### src/rtl/sbadc_pkg.sv
package sbadc_pkg;
  typedef enum logic [1:0] {
    RX_HUNT    = 2'd0,
    RX_COLLECT = 2'd1,
    RX_PEND    = 2'd2
  } rx_st_t;

  typedef enum logic [1:0] {
    TX_IDLE  = 2'd0,
    TX_WAIT  = 2'd1,
    TX_SHIFT = 2'd2
  } tx_st_t;
endpackage

### src/rtl/sbadc_edge.sv
module sbadc_edge (
  input  logic clk,
  input  logic rst_n,
  input  logic cs_n,
  input  logic sclk,
  output logic sck_rise,
  output logic sck_fall,
  output logic desel
);
  logic sclk_q, cs_q;

  always_ff @(posedge clk or negedge rst_n) begin
    if (!rst_n) begin
      sclk_q <= 1'b0;
      cs_q   <= 1'b1;
    end else begin
      sclk_q <= sclk;
      cs_q   <= cs_n;
    end
  end

  // serial clock edges only count while selected
  assign sck_rise = sclk & ~sclk_q & ~cs_n;
  assign sck_fall = ~sclk & sclk_q & ~cs_n;
  assign desel    = cs_n & ~cs_q;
endmodule

### src/rtl/sbadc_rx.sv
module sbadc_rx
  import sbadc_pkg::*;
#(
  parameter int CTRL_W = 8
) (
  input  logic              clk,
  input  logic              rst_n,
  input  logic              sck_rise,
  input  logic              sck_fall,
  input  logic              desel,
  input  logic              sdi,
  input  logic              hunt_ok,
  output logic              launch,
  output logic              conv_valid,
  output logic [CTRL_W-1:0] ctrl_byte
);
  localparam int CW = $clog2(CTRL_W + 1);
  localparam logic [CW-1:0] LAST = CW'(CTRL_W - 1);

  rx_st_t            st_q, st_d;
  logic [CTRL_W-1:0] sh_q, sh_d;
  logic [CW-1:0]     cnt_q, cnt_d;
  logic [CTRL_W-1:0] ctrl_q, ctrl_d;
  logic              cv_q;

  assign launch = (st_q == RX_PEND) && sck_fall;

  always_comb begin
    st_d   = st_q;
    sh_d   = sh_q;
    cnt_d  = cnt_q;
    ctrl_d = ctrl_q;
    if (desel) begin
      st_d  = RX_HUNT;
      cnt_d = '0;
    end else begin
      unique case (st_q)
        RX_HUNT: if (sck_rise && sdi && hunt_ok) begin
          sh_d  = CTRL_W'(1);
          cnt_d = CW'(1);
          st_d  = RX_COLLECT;
        end
        RX_COLLECT: if (sck_rise) begin
          sh_d  = {sh_q[CTRL_W-2:0], sdi};
          cnt_d = cnt_q + CW'(1);
          if (cnt_q == LAST) st_d = RX_PEND;
        end
        RX_PEND: if (sck_fall) begin
          ctrl_d = sh_q;
          cnt_d  = '0;
          st_d   = RX_HUNT;
        end
        default: st_d = RX_HUNT;
      endcase
    end
  end

  always_ff @(posedge clk or negedge rst_n) begin
    if (!rst_n) begin
      st_q   <= RX_HUNT;
      sh_q   <= '0;
      cnt_q  <= '0;
      ctrl_q <= '0;
      cv_q   <= 1'b0;
    end else begin
      st_q   <= st_d;
      sh_q   <= sh_d;
      cnt_q  <= cnt_d;
      ctrl_q <= ctrl_d;
      cv_q   <= launch;
    end
  end

  assign conv_valid = cv_q;
  assign ctrl_byte  = ctrl_q;
endmodule

### src/rtl/sbadc_tx.sv
module sbadc_tx
  import sbadc_pkg::*;
#(
  parameter int DATA_W = 8
) (
  input  logic              clk,
  input  logic              rst_n,
  input  logic              sck_fall,
  input  logic              desel,
  input  logic              launch,
  input  logic [DATA_W-1:0] sample_val,
  output logic              hunt_ok,
  output logic              sdo
);
  localparam int LW = (DATA_W > 1) ? $clog2(DATA_W) : 1;

  tx_st_t            st_q, st_d;
  logic [DATA_W-1:0] res_q, res_d;
  logic [LW-1:0]     left_q, left_d;
  logic              sdo_q, sdo_d;

  always_comb begin
    st_d   = st_q;
    res_d  = res_q;
    left_d = left_q;
    sdo_d  = sdo_q;
    if (desel) begin
      st_d  = TX_IDLE;
      sdo_d = 1'b0;
    end else if (launch) begin
      res_d = sample_val;
      sdo_d = 1'b0;
      st_d  = TX_WAIT;
    end else if (sck_fall) begin
      unique case (st_q)
        TX_WAIT: begin
          sdo_d  = res_q[DATA_W-1];
          res_d  = res_q << 1;
          left_d = LW'(DATA_W - 1);
          st_d   = TX_SHIFT;
        end
        TX_SHIFT: begin
          if (left_q != '0) begin
            sdo_d  = res_q[DATA_W-1];
            res_d  = res_q << 1;
            left_d = left_q - LW'(1);
          end else begin
            sdo_d = 1'b0;
            st_d  = TX_IDLE;
          end
        end
        default: st_d = TX_IDLE;
      endcase
    end
  end

  always_ff @(posedge clk or negedge rst_n) begin
    if (!rst_n) begin
      st_q   <= TX_IDLE;
      res_q  <= '0;
      left_q <= '0;
      sdo_q  <= 1'b0;
    end else begin
      st_q   <= st_d;
      res_q  <= res_d;
      left_q <= left_d;
      sdo_q  <= sdo_d;
    end
  end

  // start bits stay blocked until the MSB has left
  assign hunt_ok = (st_q != TX_WAIT);
  assign sdo     = sdo_q;
endmodule

### src/rtl/sbadc_port.sv
module sbadc_port #(
  parameter int DATA_W = 8,
  parameter int CTRL_W = 8
) (
  input  logic              clk,
  input  logic              rst_n,
  input  logic              cs_n,
  input  logic              sclk,
  input  logic              sdi,
  input  logic [DATA_W-1:0] sample_val,
  output logic              sdo,
  output logic              sdo_oe,
  output logic              conv_valid,
  output logic [CTRL_W-1:0] ctrl_byte
);
  logic [1:0] rst_sync_q;
  logic       rst_int_n;
  logic       sck_rise, sck_fall, desel, launch, hunt_ok;

  always_ff @(posedge clk or negedge rst_n) begin
    if (!rst_n) rst_sync_q <= 2'b00;
    else        rst_sync_q <= {rst_sync_q[0], 1'b1};
  end
  assign rst_int_n = rst_sync_q[1];

  sbadc_edge u_edge (
    .clk      (clk),
    .rst_n    (rst_int_n),
    .cs_n     (cs_n),
    .sclk     (sclk),
    .sck_rise (sck_rise),
    .sck_fall (sck_fall),
    .desel    (desel)
  );

  sbadc_rx #(.CTRL_W(CTRL_W)) u_rx (
    .clk        (clk),
    .rst_n      (rst_int_n),
    .sck_rise   (sck_rise),
    .sck_fall   (sck_fall),
    .desel      (desel),
    .sdi        (sdi),
    .hunt_ok    (hunt_ok),
    .launch     (launch),
    .conv_valid (conv_valid),
    .ctrl_byte  (ctrl_byte)
  );

  sbadc_tx #(.DATA_W(DATA_W)) u_tx (
    .clk        (clk),
    .rst_n      (rst_int_n),
    .sck_fall   (sck_fall),
    .desel      (desel),
    .launch     (launch),
    .sample_val (sample_val),
    .hunt_ok    (hunt_ok),
    .sdo        (sdo)
  );

  assign sdo_oe = ~cs_n;
endmodule

### config.mk
export PLATFORM = sky130hd
export DESIGN_NAME = sbadc_port
export DESIGN_NICKNAME = d
export VERILOG_FILES = /design/src/rtl/sbadc_pkg.sv /design/src/rtl/sbadc_edge.sv /design/src/rtl/sbadc_rx.sv /design/src/rtl/sbadc_tx.sv /design/src/rtl/sbadc_port.sv
export SDC_FILE = /design/constraint.sdc
export NUM_CORES = 1
export LEC_CHECK = 0
export ABC_AREA = 1
export BUFFER_PORTS_ARGS = -buffer_cell sky130_fd_sc_hd__buf_2
export CORE_ASPECT_RATIO = 1.25
export CORE_UTILIZATION = 56
export DETAILED_ROUTE_END_ITERATION = 8
export PLACE_DENSITY = 0.84
export SKIP_LAST_GASP = 1
export SLEW_MARGIN = 20
export SYNTH_ARGS = -nofsm -noshare
export SYNTH_HDL_FRONTEND = slang
export SYNTH_SLANG_ARGS = --single-unit
### constraint.sdc
create_clock -name clk -period 3.1 [get_ports clk]
set_input_delay 0.155 -clock clk [delete_from_list [all_inputs] [get_ports clk]]
set_output_delay 0.155 -clock clk [all_outputs]
set_load 0.05 [all_outputs]
==> results of run 1 <==
==> worst paths after layout <==
kind,from,end,depth (start not counted)
worst max-delay path,u_rx.st_q[1]$_DFFE_PN0P_,u_rx.st_q[1]$_DFFE_PN0P_,9
worst max register to register,u_rx.st_q[1]$_DFFE_PN0P_,u_rx.st_q[1]$_DFFE_PN0P_,9
min in group asynchronous,rst_n,rst_sync_q[0]$_DFF_PN0_,2
worst min-delay path,sclk,u_edge.sclk_q$_DFF_PN0_,1
worst min register to register,rst_sync_q[1]$_DFF_PN0_,u_rx.st_q[0]$_DFFE_PN0P_,1
max in group asynchronous,rst_sync_q[1]$_DFF_PN0_,u_edge.cs_q$_DFF_PN1_,1
==> area by class of cell <==
type | count | area [sq um] | area share
Clock buffer | 5 | 68.8 | 0.0291
Clock inverter | 2 | 35.0 | 0.0148
Inverter | 28 | 105 | 0.0445
Multi-Input combinational cell | 185 | 926 | 0.392
Sequential cell | 41 | 1030 | 0.435
Tap cell | 39 | 48.8 | 0.0207
Timing Repair Buffer | 27 | 150 | 0.0636
==> state kept, by name (all words and copies together) (netlist names) <==
signal	count
u_rx.ctrl_byte	8
u_rx.sh_q	8
u_tx.res_q	8
u_rx.cnt_q	4
u_tx.left_q	3
rst_sync_q	2
u_rx.st_q	2
u_tx.st_q	2
u_edge.cs_q	1
u_edge.sclk_q	1
u_rx.conv_valid	1
u_tx.sdo	1
==> Yosys cell counts (all sizes together) <==
cell type,count
buf,5
nand4,4
inv,28
nand2,104
dfstp,1
a21oi,5
xnor2,1
o21ai,16
conb,1
nor2,20
o21bai,6
dfrtp,40
xor2,1
nand3,14
nor3b,1
ha,8
o21a,4
==> power groups by stage <==
stage	clock network, mW	registers (mW)	logic [mW]
floorplan	0	0.786	0.451
global placement	0	0.742	0.594
detailed placement	0	0.744	0.613
CTS	0.425	0.733	0.622
global route	0.440	0.749	0.708
finish	0.410	0.733	0.620
==> stage by stage <==
step / worst slack [ns] / utilization / hold WS (ns) / total power [mW] / cell area (sq um)
5_1_grt: 1.17 / 0.666 / 0.0265 / 1.90 / 2360
6_report: 1.33 / 0.666 / 0.0233 / 1.76 / 2360
3_5_place_dp: 1.36 / 0.631 / -0.0588 / 1.36 / 2240
2_1_floorplan: 1.66 / - / -0.141 / 1.24 / 2090
3_3_place_gp: 1.35 / 0.631 / -0.0594 / 1.34 / 2240
4_1_cts: 1.34 / 0.666 / 0.0190 / 1.78 / 2360
==> cells by family (layout without fill, tap and decap cells) <==
group,after synthesis,count (layout)
buf+inv,33,62
other cells,1,1
flops,41,41
compound gates,31,31
simple gates,143,143
fa+ha+maj,8,8
xor+xnor,2,2
==> worst max-delay path, delay by kind of cell (launching register included) <==
family                   cells  cell delay [ns]
AND/OR/NAND/NOR              4             0.40
flip-flops                   1             0.39
adder cells (fa/ha/maj)      1             0.35
buffers and inverters        3             0.30
AO/OA/AOI/OAI                1             0.22
==> routing by layer <==
| layer | global-route usage | up-vias |
|---|---|---|
| met1 | 0.276 | 796 |
| met5 | 0 | - |
| met4 | 0.119 | 0 |
| met2 | 0.385 | 29 |
| met3 | 0.0537 | 10 |
| li1 | - | 864 |
==> timing repair <==
action                                 4_1_cts  5_1_grt
hold buffers                                 2        0
endpoints found under the hold margin        3        0
buffers inserted                             0        0
==> impl_metrics.csv, run 1 <==
group,metric,value,unit
critical_path,rrSetupSlack,1.33,ns
route,drcViolationCount,5,
critical_path,slowest_delay,0.39,ns
floorplan,core_area,0.00354,sq mm
route,vias,1699,
final_layout,final_common_cell,"nand2_1",
floorplan,rows,24,
final_layout,finalNonFillerCells,327,
route,drtIter0Drc,98,
worst_hold_path,hold_class,"input pin to register",
floorplan,design.die.area,0.00399,sq mm
final_layout,fill_cells,304,
critical_path,cp_max_fo,9,
pwr,p_int,1.09,mW
final_layout,num-nets-final,309,
synth,syn_nets,280,
global_routing,antenna_found_initial,0,
global_routing,grt_max_degree,40,
global_routing,grt-ovfl-total,0,
pwr,combinationalPowerShare,0.352,
pwr,leakage,1.28,nW
pwr,ir_drop,0.385,mV
synth,syn_area,0.00209,sq mm
final_layout,area_delta_synth_final,12.7,%
timing,max_freq,566,MHz
final_layout,layout-drive-gt1-share,0.177,
floorplan,pin_count,24,
final_layout,layout_common_cells,"nand2_1 (99), dfrtp_1 (40), inv_1 (23), buf_2 (23), nor2_1 (19)",
place,globalplace.congestion,0.821,
place,placed_cells,318,
synth,synth.area.mux_share,0,
synth,synth_fa_ha_area_frac,0.0478,
synth,yosysWarnings,0,
timing,slew_violations,0,
final_layout,antenna_cells,0,
floorplan,start_util,0.591,
synth,synth_top_family_by_area,"simple AND/OR/NAND/NOR gates",
synth,ys_ff_latch,41,
route,drt-met1-wl,1770,microns
pwr,p_sw,0.669,mW
route,route.met2.wl,1960,microns
global_routing,grt_pass1_vias,1679,
place,io_buffers,23,
timing,period_share,0.570,
synth,syn_inst,259,
route,ant_nets,0,
critical_path,cp_slowest_cell,"dfrtp_1",
pwr,p_per_area,747,mW/mm^2
synth,yosysTopAreaCell,"dfrtp_1",
route,drt_first_pass_iters,6,
synth,syn_avg_cell_area,8.09,sq um
critical_path,cp-end-kind,"register",
global_routing,grt_pass1_wl,7110,microns
timing,hold_violations,0,
clocking,clock_latency,0.30,ns
timing,min_period,1.77,ns
clocking,cts_made_buffers,5,
floorplan,die_h,70.4,microns
critical_path,crit_chain,"inv_1, ha_1, inv_2, a21oi_2, nand2_1, nand2_2, inv_2, nand3_1, nand2_1",
pwr,clkPwrFrac,0.233,
timing,clock_skew,0.00699,ns
timing,grt_setup_unrepaired,"no",
synth,synthSimpleGateAreaFrac,0.295,
pwr,p_sw_frac,0.379,
timing,setup_viol,0,
synth,yosysTopAreaCellShare,0.478,
pwr,p_seq_frac,0.416,
critical_path,setup.worst_path.class,"register to register",
clocking,cts-htree-levels,2,
clocking,cts_root_buffer,"clkbuf_8",
floorplan,dieWidth,56.7,microns
route,viasPerCell,5.20,
synth,ys_top_cells_by_area,"dfrtp_1 (48%), nand2_1 (18%), ha_1 (4.8%)",
route,routed_wl,3960,microns
synth,synth_compound_area_frac,0.0896,
timing,tns,0,ns
synth,synth-xor-area-share,0.00836,
critical_path,start_kind,"register",
clocking,post_cts_resized,0,
clocking,clk_pin_slew_worst_paths,0.08,ns
clocking,tritoncts,"yes",
run,cap_violations,0,
global_routing,track_usage,0.231,
outcome,status,"finished, violations left",
critical_path,crit_arrival,1.95,ns
synth,yosysSeqAreaShare,0.490,
clocking,cts_buffer_depth,2,
route,wl_per_cell,12.1,microns
outcome,violations,"design-rule violations",
route,wl_met3,130,microns
route,highest_layer,"met4",
critical_path,worstPathRequired,3.28,ns
place,dp_hpwl,2810,microns
synth,ys_types,27,
clocking,cts.sinks,41,
No activity file was read; power rests on OpenSTA's default activity.
==> inputs of run 2 (changes only) <==
- CORE_UTILIZATION: 56 -> 52
- PLACE_DENSITY: 0.84 -> 0.82
- clock period: 3.1 -> 1.6 ns (I/O delays scaled with it)
==> run 2 against run 1 <==
Effect of this change: the flow now finishes without violations; global-route usage is 2.0 points lower; flip-flop and latch count stayed put; cell count is 7.0% higher; routed wire length is 5.1% higher; combinational power is 100% higher; clock power is 67% higher; worst setup slack worse by 1.3 ns; core utilization is 1.8 points lower; first-iteration DRC count is 35% lower; total power is 91% higher; register-to-register slack worse by 1.3 ns; non-clock buffer count is 8 higher; critical path type unchanged.
==> impl_metrics.csv, run 2 (same netlist as run 1, synthesis figures left out) <==
group,metric,value,unit
final_layout,layout-drive-gt1-share,0.209,
critical_path,cp-end-kind,"register",
route,wl_met3,163,microns
route,highest_layer,"met4",
route,drcViolationCount,0,
pwr,p_per_area,1360,mW/mm^2
final_layout,multi_input_area,957,sq um
route,ant_nets,0,
timing,tns,0,ns
critical_path,cp_max_fo,10,
critical_path,crit_chain,"inv_1, ha_2, inv_1, nor2_2, buf_6, nand2_1, o21ai_1, nand2_1, nand2_1",
critical_path,worstPathRequired,1.83,ns
timing,min_period,1.52,ns
global_routing,grt_pass1_vias,1618,
final_layout,num-nets-final,317,
global_routing,antenna_found_initial,0,
timing,fin_ws,0.0766,ns
outcome,status,"complete, no violations",
place,dp_slack,0.0524,ns
floorplan,rows,25,
floorplan,start_util,0.549,
critical_path,slowest_delay,0.39,ns
route,drtIter0Drc,64,
global_routing,grt_pass1_wl,6820,microns
worst_hold_path,hold_class,"input pin to register",
clocking,cts_buffer_depth,2,
floorplan,pin_count,24,
floorplan,core_area,0.00382,sq mm
floorplan,die_h,73.0,microns
timing,max_freq,656,MHz
route,routed_wl,4160,microns
clocking,cts_made_buffers,5,
critical_path,path_delay_family,"flip-flops",
final_layout,antenna_cells,0,
route,route.met2.wl,2140,microns
critical_path,setup.worst_path.class,"register to register",
route,vias,1747,
critical_path,crit_top_cell,"nand2_1",
clocking,clk_pin_slew_worst_paths,0.07,ns
final_layout,seq_area,0.00103,sq mm
final_layout,layout_common_cells,"nand2_1 (99), dfrtp_1 (40), buf_2 (24), inv_1 (23), nor2_1 (16)",
clocking,tritoncts,"yes",
global_routing,grt-ovfl-total,0,
timing,period_share,0.952,
route,wl_per_cell,11.9,microns
global_routing,track_usage,0.211,
place,dp_hpwl,2920,microns
timing,grt_setup_unrepaired,"yes",
critical_path,cp.buffers_inverters,3,
clocking,cts.sinks,41,
critical_path,crit_arrival,1.76,ns
clocking,cts_root_buffer,"clkbuf_8",
place,globalplace.congestion,0.818,
floorplan,dieWidth,58.8,microns
critical_path,cp_slowest_cell,"dfrtp_1",
clocking,clock_latency,0.29,ns
place,io_buffers,23,
clocking,cts-htree-levels,2,
timing,clock_skew,0.00223,ns
critical_path,start_kind,"register",
final_layout,area_delta_synth_final,18.1,%
pwr,leakage,1.31,nW
route,viasPerCell,4.99,
route,drt-met1-wl,1790,microns
timing,hold_violations,0,
pwr,ir_drop,0.632,mV
route,drt_first_pass_iters,4,
final_layout,final_common_cell,"nand2_1",
timing,setup_viol,0,
global_routing,grt_max_degree,40,
final_layout,fill_cells,344,
floorplan,design.die.area,0.00429,sq mm
run,cap_violations,0,
timing,slew_violations,0,
-- run 2: report_power, final --
group / switching [mW] / internal [mW]
sequential: 0.145 / 1.28
clock: 0.342 / 0.341
combinational: 0.836 / 0.429
-- run 2: timing repair --
action | CTS | global route
buffers inserted | 0 | 4
endpoints found under the hold margin | 4 | 0
gates resized for setup | 0 | 8
hold buffers | 3 | 0
endpoints found under the setup margin | 0 | 28
-- run 2: worst paths after layout --
path                                          start                        end  slack (ns)  depth (start not counted)
hold / removal                        sample_val[0]  u_tx.res_q[0]$_DFFE_PN0P_        0.01                          3
hold reg to reg             rst_sync_q[1]$_DFF_PN0_   u_rx.sh_q[2]$_DFFE_PN0P_        0.29                          1
setup reg to reg           u_rx.st_q[0]$_DFFE_PN0P_  u_tx.res_q[1]$_DFFE_PN0P_        0.08                          9
max in group asynchronous   rst_sync_q[1]$_DFF_PN0_      u_edge.cs_q$_DFF_PN1_        0.94                          1
setup / recovery           u_rx.st_q[0]$_DFFE_PN0P_  u_tx.res_q[1]$_DFFE_PN0P_        0.08                          9
min in group asynchronous                     rst_n    rst_sync_q[1]$_DFF_PN0_        0.10                          2
-- run 2: final cells by class --
type / count / area share
clock buffers: 6 / 0.0334
clock inverters: 1 / 0.00303
inverters: 28 / 0.0425
multi-input cells: 185 / 0.387
flip-flops and latches: 41 / 0.415
well taps: 54 / 0.0273
repair buffers: 35 / 0.0916
-- run 2: per-layer routing --
metal | vias up | GRT usage
li1 | 883 | -
met1 | 821 | 0.245
met2 | 37 | 0.372
met3 | 6 | 0.0496
met4 | 0 | 0.0794
met5 | - | 0
-- run 2: stage by stage --
stage,std cells,hold slack [ns],utilization,instance area (sq um),power [mW]
2_1_floorplan,259,-0.216,-,2090,2.40
3_3_place_gp,335,-0.134,0.595,2270,2.59
3_5_place_dp,335,-0.133,0.595,2270,2.64
4_1_cts,345,0.00394,0.627,2390,3.34
5_1_grt,350,0.0148,0.648,2470,3.64
6_report,350,0.0132,0.648,2470,3.37
-- run 2: tightest hold or removal path, delay by kind of cell --
kind / cells / cell delay, ns
compound gates: 1 / 0.06
buf+inv: 1 / 0.08
simple gates: 1 / 0.04
==> inputs of run 3 (changes only) <==
- ABC_AREA: 1 -> default
- CORE_UTILIZATION: 52 -> 51
- PLACE_DENSITY: 0.82 -> 0.81
- TNS_END_PERCENT: default -> 50
==> run 3 against run 2 <==
Effect of this change: the run now ends with negative setup slack left; final area up 13%; highest routed layer unchanged; first-iteration DRC count up 38%; flip-flop and latch count unchanged; critical endpoint is now u_rx.st_q[1]$_DFFE_PN0P_; via count down 5.7%.
==> impl_metrics.csv, run 3 <==
group,metric,value,unit
pwr,leakage,1.40,nW
final_layout,num-nets-final,268,
timing,slew_violations,0,
timing,grt_setup_unrepaired,"yes",
timing,max_freq,491,MHz
place,io_buffers,23,
synth,yosysSeqAreaShare,0.523,
synth,synth_most_common_cell,"dfrtp_1",
outcome,status,"finished, violations left",
pwr,ir_drop,0.824,mV
route,routed_wl,4750,microns
global_routing,track_usage,0.263,
route,drt_first_pass_iters,4,
run,cap_violations,0,
timing,clock_skew,0.00590,ns
global_routing,antenna_found_initial,0,
final_layout,antenna_cells,0,
route,vias,1647,
global_routing,grt_pass1_vias,1830,
clocking,clk_pin_slew_worst_paths,0.08,ns
global_routing,grt-ovfl-total,0,
final_layout,fill_cells,200,
synth,yosysTopAreaCellShare,0.510,
critical_path,slowest_delay,0.52,ns
place,place_area,0.00238,sq mm
critical_path,cp_max_fo,3,
place,dp_hpwl,3020,microns
critical_path,start_kind,"register",
synth,yosysWarnings,0,
pwr,fin_total_pwr,3.80,mW
final_layout,area_delta_synth_final,41.7,%
synth,ys_ff_latch,41,
synth,synthArstFlopShare,1.00,
route,ant_nets,0,
floorplan,dieWidth,57.5,microns
outcome,violations,"negative setup slack",
synth,ys_types,45,
critical_path,cp_slowest_cell,"or4b_4",
critical_path,crit_arrival,2.25,ns
clocking,cts_root_buffer,"clkbuf_8",
route,wl_per_cell,16.6,microns
critical_path,cp-end-kind,"register",
final_layout,final_common_cell,"dfrtp_1",
critical_path,crit_chain,"inv_2, ha_4, or4b_4, and4_4, or4_4, o211ai_1",
pwr,p_per_area,1360,mW/mm^2
floorplan,rows,24,
synth,synthTopCellsByCount,"dfrtp_1 (40), nand2_1 (17), inv_1 (14)",
timing,hold_violations,0,
floorplan,start_util,0.550,
global_routing,grt_max_degree,40,
floorplan,pin_count,24,
clocking,cts_made_buffers,5,
clocking,clock_latency,0.30,ns
synth,yosysTopAreaCell,"dfrtp_1",
final_layout,layout_common_cells,"dfrtp_1 (40), buf_4 (33), buf_2 (23), nand2_1 (16), inv_1 (10)",
critical_path,worstPathRequired,1.82,ns
timing,min_period,2.04,ns
synth,synth_top_flop_cell,"dfrtp_1",
place,globalplace.congestion,0.964,
final_layout,fin_util,0.779,
clocking,tritoncts,"yes",
timing,setup_viol,34,
synth,syn_avg_cell_area,11.1,sq um
timing,period_share,1.27,
route,drtIter0Drc,88,
synth,synth_edf_count,0,
final_layout,layout-drive-gt1-share,0.452,
timing,fin_ws,-0.436,ns
synth,syn_nets,198,
route,viasPerCell,5.74,
global_routing,grt_pass1_wl,8080,microns
synth,syn_inst,177,
synth,ys_top_cells_by_area,"dfrtp_1 (51%), mux2_2 (5.2%), ha_1 (5.1%)",
route,drcViolationCount,0,
floorplan,core_area,0.00357,sq mm
clocking,cts-htree-levels,2,
floorplan,design.die.area,0.00411,sq mm
synth,syn_area,0.00196,sq mm
floorplan,die_h,71.4,microns
clocking,cts.sinks,41,
worst_hold_path,hold_class,"input pin to register",
clocking,cts_buffer_depth,2,
critical_path,setup.worst_path.class,"register to register",
final_layout,final_cell_area,0.00278,sq mm
[run 3: changes by cell type in the layout (fill, tap and decap cells not counted), sizes merged, moves of 5 or more]
| cell | previous run | this run |
|---|---|---|
| o211ai | 0 | 5 |
| nand2 | 104 | 17 |
| mux2i | 0 | 7 |
| mux2 | 0 | 9 |
| a22o | 0 | 7 |
| nand3 | 14 | 4 |
| buf | 32 | 64 |
| o21bai | 6 | 0 |
| inv | 28 | 13 |
| nor2 | 20 | 4 |
[run 3: metrics by stage]
step | hold WS, ns | instances | worst slack [ns] | setup TNS (ns)
2_1_floorplan | -0.216 | 177 | -0.349 | -1.59
3_3_place_gp | -0.135 | 263 | -0.358 | -3.14
3_5_place_dp | -0.133 | 263 | -0.476 | -4.15
4_1_cts | 0.00228 | 282 | -0.424 | -3.94
5_1_grt | 0.0279 | 287 | -0.487 | -8.32
6_report | 0.00637 | 287 | -0.436 | -6.13
[run 3: logic make-up (layout without fill, tap and decap cells)]
| kind of cell | count (synthesis) | after routing | share of synthesized area |
|---|---|---|---|
| multiplexers | 16 | 16 | 0.0873 |
| other | 1 | 1 | 0.00191 |
| buffers and inverters | 20 | 91 | 0.0395 |
| AO/OA/AOI/OAI | 40 | 40 | 0.145 |
| flip-flops | 41 | 41 | 0.523 |
| AND/OR/NAND/NOR | 51 | 51 | 0.152 |
| adder cells (fa/ha/maj) | 8 | 8 | 0.0510 |
[run 3: layer usage]
metal	routed length, microns	share of wire	up-vias	GRT usage
met5	0	0	-	0
met4	89	0.019	0	0.0894
met3	115	0.024	9	0.0560
met2	2680	0.56	35	0.504
met1	1870	0.39	835	0.278
li1	-	-	768	-
[run 3: critical path, delay by kind of cell, from the launching register on]
family                   cells  cell delay (ns)
flip-flops                   1             0.40
buffers and inverters        1             0.08
AO/OA/AOI/OAI                1             0.10
AND/OR/NAND/NOR              3             1.22
adder cells (fa/ha/maj)      1             0.16
[run 3: cell type report]
class | instances | area [sq um] | area share
clock inverters | 2 | 37.5 | 0.0135
repair buffers | 69 | 512 | 0.184
multi-input cells | 116 | 1020 | 0.366
clock buffers | 6 | 82.6 | 0.0297
flip-flops and latches | 41 | 1030 | 0.369
well taps | 39 | 48.8 | 0.0175
inverters | 14 | 56.3 | 0.0202
[run 3: what timing repair did]
item,4_1_cts,5_1_grt
pin swaps,10,6
hold buffers,5,0
setup endpoints to repair,34,35
gates cloned,1,0
buffers inserted,6,6
endpoints found under the hold margin,6,0
resized for setup,27,15
[run 3: power breakdown]
group	switching (mW)	internal [mW]
registers	0.181	1.26
logic	0.738	0.751
clock network	0.362	0.507
[run 3: path summary, 6_finish.rpt]
check / from / end / slack, ns / cells after the start
setup / recovery: u_rx.st_q[0]$_DFFE_PN0P_ / u_rx.st_q[1]$_DFFE_PN0P_ / -0.44 / 6
hold / removal: sample_val[1] / u_tx.res_q[1]$_DFFE_PN0P_ / 0.006 / 3
setup reg to reg: u_rx.st_q[0]$_DFFE_PN0P_ / u_rx.st_q[1]$_DFFE_PN0P_ / -0.44 / 6
hold reg to reg: rst_sync_q[1]$_DFF_PN0_ / u_rx.ctrl_byte[3]$_DFFE_PN0P_ / 0.30 / 1
max in group asynchronous: rst_sync_q[1]$_DFF_PN0_ / u_edge.cs_q$_DFF_PN1_ / 0.94 / 1
min in group asynchronous: rst_n / rst_sync_q[1]$_DFF_PN0_ / 0.10 / 2
